--- src/rtl/tick_pkg.sv ---
package tick_pkg;
  localparam int CNT_W    = 4;
  localparam int NUM_ENS  = 3;
  localparam int STATES   = 1 << CNT_W;
  // Index 0: window (2,3,8..11), index 1: strobe at 5, index 2: strobe at 9
  localparam logic [NUM_ENS-1:0][STATES-1:0] DECODE_MASKS =
    {16'h0200, 16'h0020, 16'h0F0C};
endpackage

--- src/rtl/tick_counter.sv ---
module tick_counter #(
  parameter int W = 4
) (
  input  logic         clk,
  input  logic         rst,
  input  logic         adv,
  output logic [W-1:0] cur,
  output logic [W-1:0] nxt
);
  always_comb begin
    if (rst)      nxt = '0;
    else if (adv) nxt = cur + W'(1);
    else          nxt = cur;
  end

  always_ff @(posedge clk) cur <= nxt;

  assert_step_R2: assert property (@(posedge clk) disable iff (rst)
    adv |=> cur == W'($past(cur) + W'(1)));
  assert_wrap_R3: assert property (@(posedge clk) disable iff (rst)
    (adv && cur == {W{1'b1}}) |=> cur == '0);
  assert_hold_R4: assert property (@(posedge clk) disable iff (rst)
    !adv |=> $stable(cur));
endmodule

--- src/rtl/tick_decoder.sv ---
module tick_decoder #(
  parameter int W = 4,
  parameter logic [(1<<W)-1:0] MASK = '0
) (
  input  logic         clk,
  input  logic         rst,
  input  logic [W-1:0] nxt_state,
  output logic         hit_q
);
  logic hit_d;
  assign hit_d = MASK[nxt_state];

  always_ff @(posedge clk) begin
    if (rst) hit_q <= 1'b0;
    else     hit_q <= hit_d;
  end
endmodule

--- src/rtl/tick_pulse_gen.sv ---
module tick_pulse_gen
  import tick_pkg::*;
#(
  parameter int W = CNT_W,
  parameter int N = NUM_ENS,
  parameter logic [N-1:0][(1<<W)-1:0] MASKS = DECODE_MASKS
) (
  input  logic         clk,
  input  logic         rst,
  input  logic         cnt_en,
  output logic [W-1:0] count,
  output logic         win_en,
  output logic         strobe_a,
  output logic         strobe_b
);
  logic [W-1:0] nxt;
  logic [N-1:0] ens;

  tick_counter #(.W(W)) u_cnt (
    .clk(clk), .rst(rst), .adv(cnt_en), .cur(count), .nxt(nxt)
  );

  for (genvar g = 0; g < N; g++) begin : g_dec
    tick_decoder #(.W(W), .MASK(MASKS[g])) u_dec (
      .clk(clk), .rst(rst), .nxt_state(nxt), .hit_q(ens[g])
    );
  end

  assign win_en   = ens[0];
  assign strobe_a = ens[1];
  assign strobe_b = ens[2];

  assert_reset_R1: assert property (@(posedge clk)
    rst |=> (count == '0 && !win_en && !strobe_a && !strobe_b));
  assert_hold_ens_R4: assert property (@(posedge clk) disable iff (rst)
    !cnt_en |=> ($stable(win_en) && $stable(strobe_a) && $stable(strobe_b)));
  assert_strobe_a_R6: assert property (@(posedge clk) disable iff (rst)
    strobe_a == (count == W'(5)));
  assert_overlap_R7: assert property (@(posedge clk) disable iff (rst)
    (count == W'(9)) |-> (win_en && strobe_b));
  assert_strobe_b_R7: assert property (@(posedge clk) disable iff (rst)
    strobe_b |-> count == W'(9));
  assert_window_R5: assert property (@(posedge clk) disable iff (rst)
    win_en |-> (count[3:1] == 3'b001 || count[3:2] == 2'b10));
endmodule

--- config.mk ---
export PLATFORM = sky130hd
export DESIGN_NAME = tick_pulse_gen
export DESIGN_NICKNAME = d
export VERILOG_FILES = /design/src/rtl/tick_pkg.sv /design/src/rtl/tick_counter.sv /design/src/rtl/tick_decoder.sv /design/src/rtl/tick_pulse_gen.sv
export SDC_FILE = /design/constraint.sdc
export NUM_CORES = 1
export LEC_CHECK = 0
export BUFFER_PORTS_ARGS = -buffer_cell sky130_fd_sc_hd__buf_2
export CORE_AREA = 2 2 39 41
export CTS_CLUSTER_DIAMETER = 40
export CTS_CLUSTER_SIZE = 14
export DETAILED_ROUTE_END_ITERATION = 7
export DIE_AREA = 0 0 41 43
export GPL_ROUTABILITY_DRIVEN = 0
export PLACE_DENSITY = 0.48
export SETUP_SLACK_MARGIN = 0.2
export SLEW_MARGIN = 10
export SYNTH_ARGS = -nofsm -noshare
export SYNTH_HDL_FRONTEND = slang
export SYNTH_SLANG_ARGS = --single-unit
--- constraint.sdc ---
create_clock -name clk -period 2.4 [get_ports clk]
set_input_delay 0.36 -clock clk [delete_from_list [all_inputs] [get_ports clk]]
set_output_delay 0.36 -clock clk [all_outputs]
set_load 0.05 [all_outputs]
==> impl_metrics.json <==
{
  "status": "complete, no violations",
  "fin_skew_ns": 0.001901,
  "root_buffer": "clkbuf_4",
  "crit_arrival_ns": 1.50,
  "yosys_warnings": 0,
  "cp_max_fo": 5,
  "grt_start_max_net_pins": 8,
  "crit_path_end_kind": "flop",
  "syn_area_per_cell_sq_um": 11.21,
  "setup_tns_ns": 0,
  "seq_area_frac_synth_pct": 52.09,
  "clock_latency_ns": 0.25,
  "power_frac_clock_pct": 40.9,
  "start_util_pct": 19.44,
  "dp_hpwl_um": 371.6,
  "vias": 225,
  "preCtsSetupSlack_ns": 1.091,
  "cts_resized": 0,
  "cts_tree": "built",
  "cts_buffers": 3,
  "post_dp_cell_area_sq_um": 334.1,
  "comb_power_share_pct": 13.4,
  "ant_nets": 0,
  "io_buffers": 9,
  "synthMuxAreaShare_pct": 3.721,
  "cts_buffer_depth": 2,
  "core_sq_um": 1384,
  "area_growth_pct": 33.95,
  "synth-compound-area-share_pct": 13.49,
  "grt_pass1_wl_um": 793,
  "worst-setup-path-type": "reg -> reg",
  "yosys.area_share.simple_pct": 22.79,
  "ios": 10,
  "ctsHtreeMaxLevel": 1,
  "drive_above_1_share_pct": 37.84,
  "post-route-util_pct": 26.04,
  "switching_share_pct": 27.72,
  "viasPerCell": 4.245,
  "crit_required_ns": 2.56,
  "cp-start-kind": "flop",
  "drc": 0,
  "path_cells": "ha_1, a21boi_0, nor2_1, nor4b_1",
  "layout_common_cells": "9 x buf_2, 7 x dfxtp_1, 4 x nor2_1",
  "max-vdd-ir-drop_v": 0.0001900,
  "maxCapViolations": 0,
  "syn_area_sq_um": 269.0,
  "fin_cells": 53,
  "clk_pin_slew_ns": 0.05,
  "routed_wl_um": 520,
  "p_seq_share_pct": 45.7,
  "postLayoutCellArea_sq_um": 360.3,
  "die_x_um": 41,
  "worst_slack_ns": 1.060,
  "grtUsageTotal_pct": 7.243,
  "post_cts.repair.setup_buffers": 0,
  "maxSlewHeadroom_pct": 77.40,
  "hp-class": "in -> reg",
  "power.switching_mw": 0.07487,
  "num_antenna_cells": 0,
  "finish.net_count": 42,
  "first_iter_violations": 1,
  "synth_fp_nets": 28,
  "cp_slowest_cell": "dfxtp_1",
  "fin_crit_ns": 1.340,
  "clock_sinks": 7,
  "synth_top_family_by_area": "simple AND/OR/NAND/NOR gates",
  "fin_crit_sh_pct": 55.85,
  "p_per_area_nw_per_um2": 749.6,
  "antenna_found_initial": 0,
  "ctsHoldBuffers": 0,
  "power.leakage_nw": 0.1638,
  "wl_per_cell_um": 9.811,
  "rows": 14,
  "grt-ovfl-total": 0,
  "synthXorXnorAreaFrac_pct": 3.256,
  "layout_commonest_cell": "buf_2",
  "fmax_mhz": 746.1,
  "dp_cells": 49,
  "p_int_mw": 0.1952,
  "setup_viol_count_final": 0,
  "dr.pass1.iters": 2,
  "hold_viol": 0,
  "grt_pass1_vias": 190,
  "synth_cells": 24,
  "die-area_sq_um": 1763,
  "cpPeakStageDelay_ns": 0.33,
  "synthAdderAreaFrac_pct": 4.651,
  "rsz0062_at_grt": "false",
  "worst_slew_pin_slew_ns": 0.3378,
  "yosysUniqueCellTypes": 13,
  "die_h_um": 43,
  "synth_seq_cells": 7,
  "drv_slew": 0
}
cell type report:
type	count	area, sq um
fill	153	1023
timing repair buffer	9	45.04
multi-input combinational	17	128.9
tap	16	20.02
sequential	7	140.1
clock buffer	4	26.28
worst max-delay path: cells and delay by family (launching register included):
kind / cells / cell delay (ns)
AO/OA/AOI/OAI: 1 / 0.28
flip-flops: 1 / 0.33
adder cells (fa/ha/maj): 1 / 0.22
AND/OR/NAND/NOR: 2 / 0.41
synthesized netlist by cell type, drive strengths merged:
library cell / instances / area [sq um]
dfxtp: 7 / 140.1
nor2: 4 / 15.01
nand2b: 2 / 12.51
nor4b: 2 / 17.52
a2111oi: 1 / 15.01
a21boi: 1 / 7.510
a21oi: 1 / 5.000
and3b: 1 / 10.01
ha: 1 / 12.51
mux2i: 1 / 10.01
nand4: 1 / 6.260
o22a: 1 / 8.760
xor2: 1 / 8.760
metrics by stage:
stage	hold slack, ns	power [mW]
after CTS	0.3576	0.2741
after detailed placement	0.5352	0.1624
after floorplan	0.4291	0.1521
final	0.3609	0.2701
after global placement	0.5453	0.1624
after global routing	0.3765	0.2830
worst paths after layout:
check,startpoint,endpoint,slack [ns],cells after the start
min,rst,u_cnt.cur[0],0.36,2
min reg2reg,u_cnt.cur[0],u_cnt.cur[0],0.54,2
max,u_cnt.cur[0],g_dec[1].u_dec.hit_q,1.06,4
max reg2reg,u_cnt.cur[0],g_dec[1].u_dec.hit_q,1.06,4
cell families (layout without fill, tap and decap cells):
logic type | Yosys count | in the layout
simple gates | 10 | 10
flops | 7 | 7
compound gates | 4 | 4
fa+ha+maj | 1 | 1
xor+xnor | 1 | 1
mux | 1 | 1
buf+inv | 0 | 13
sequential cells by signal, summed over array words and instances (netlist names):
signal / count
g_dec.u_dec.hit_q: 3
u_cnt.cur: 4
metal layers:
layer	track usage [%]	part of all wire, %	routed length [um]	vias to the layer above
met3	5.236	11	56	2
met4	6.000	3.3	17	0
met5	0	0	0	-
met2	6.563	32	167	10
met1	10.36	53	278	100
li1	-	-	-	113
power by group through the flow:
| stage | combinational, mW | clock [mW] | sequential, mW |
|---|---|---|---|
| 2_1_floorplan | 0.0121 | 0 | 0.140 |
| 3_3_place_gp | 0.0363 | 0 | 0.126 |
| 3_5_place_dp | 0.0363 | 0 | 0.126 |
| 4_1_cts | 0.0361 | 0.114 | 0.124 |
| 5_1_grt | 0.0392 | 0.120 | 0.124 |
| 6_report | 0.0362 | 0.111 | 0.123 |
Note: power is estimated with default switching activity, not from simulation.
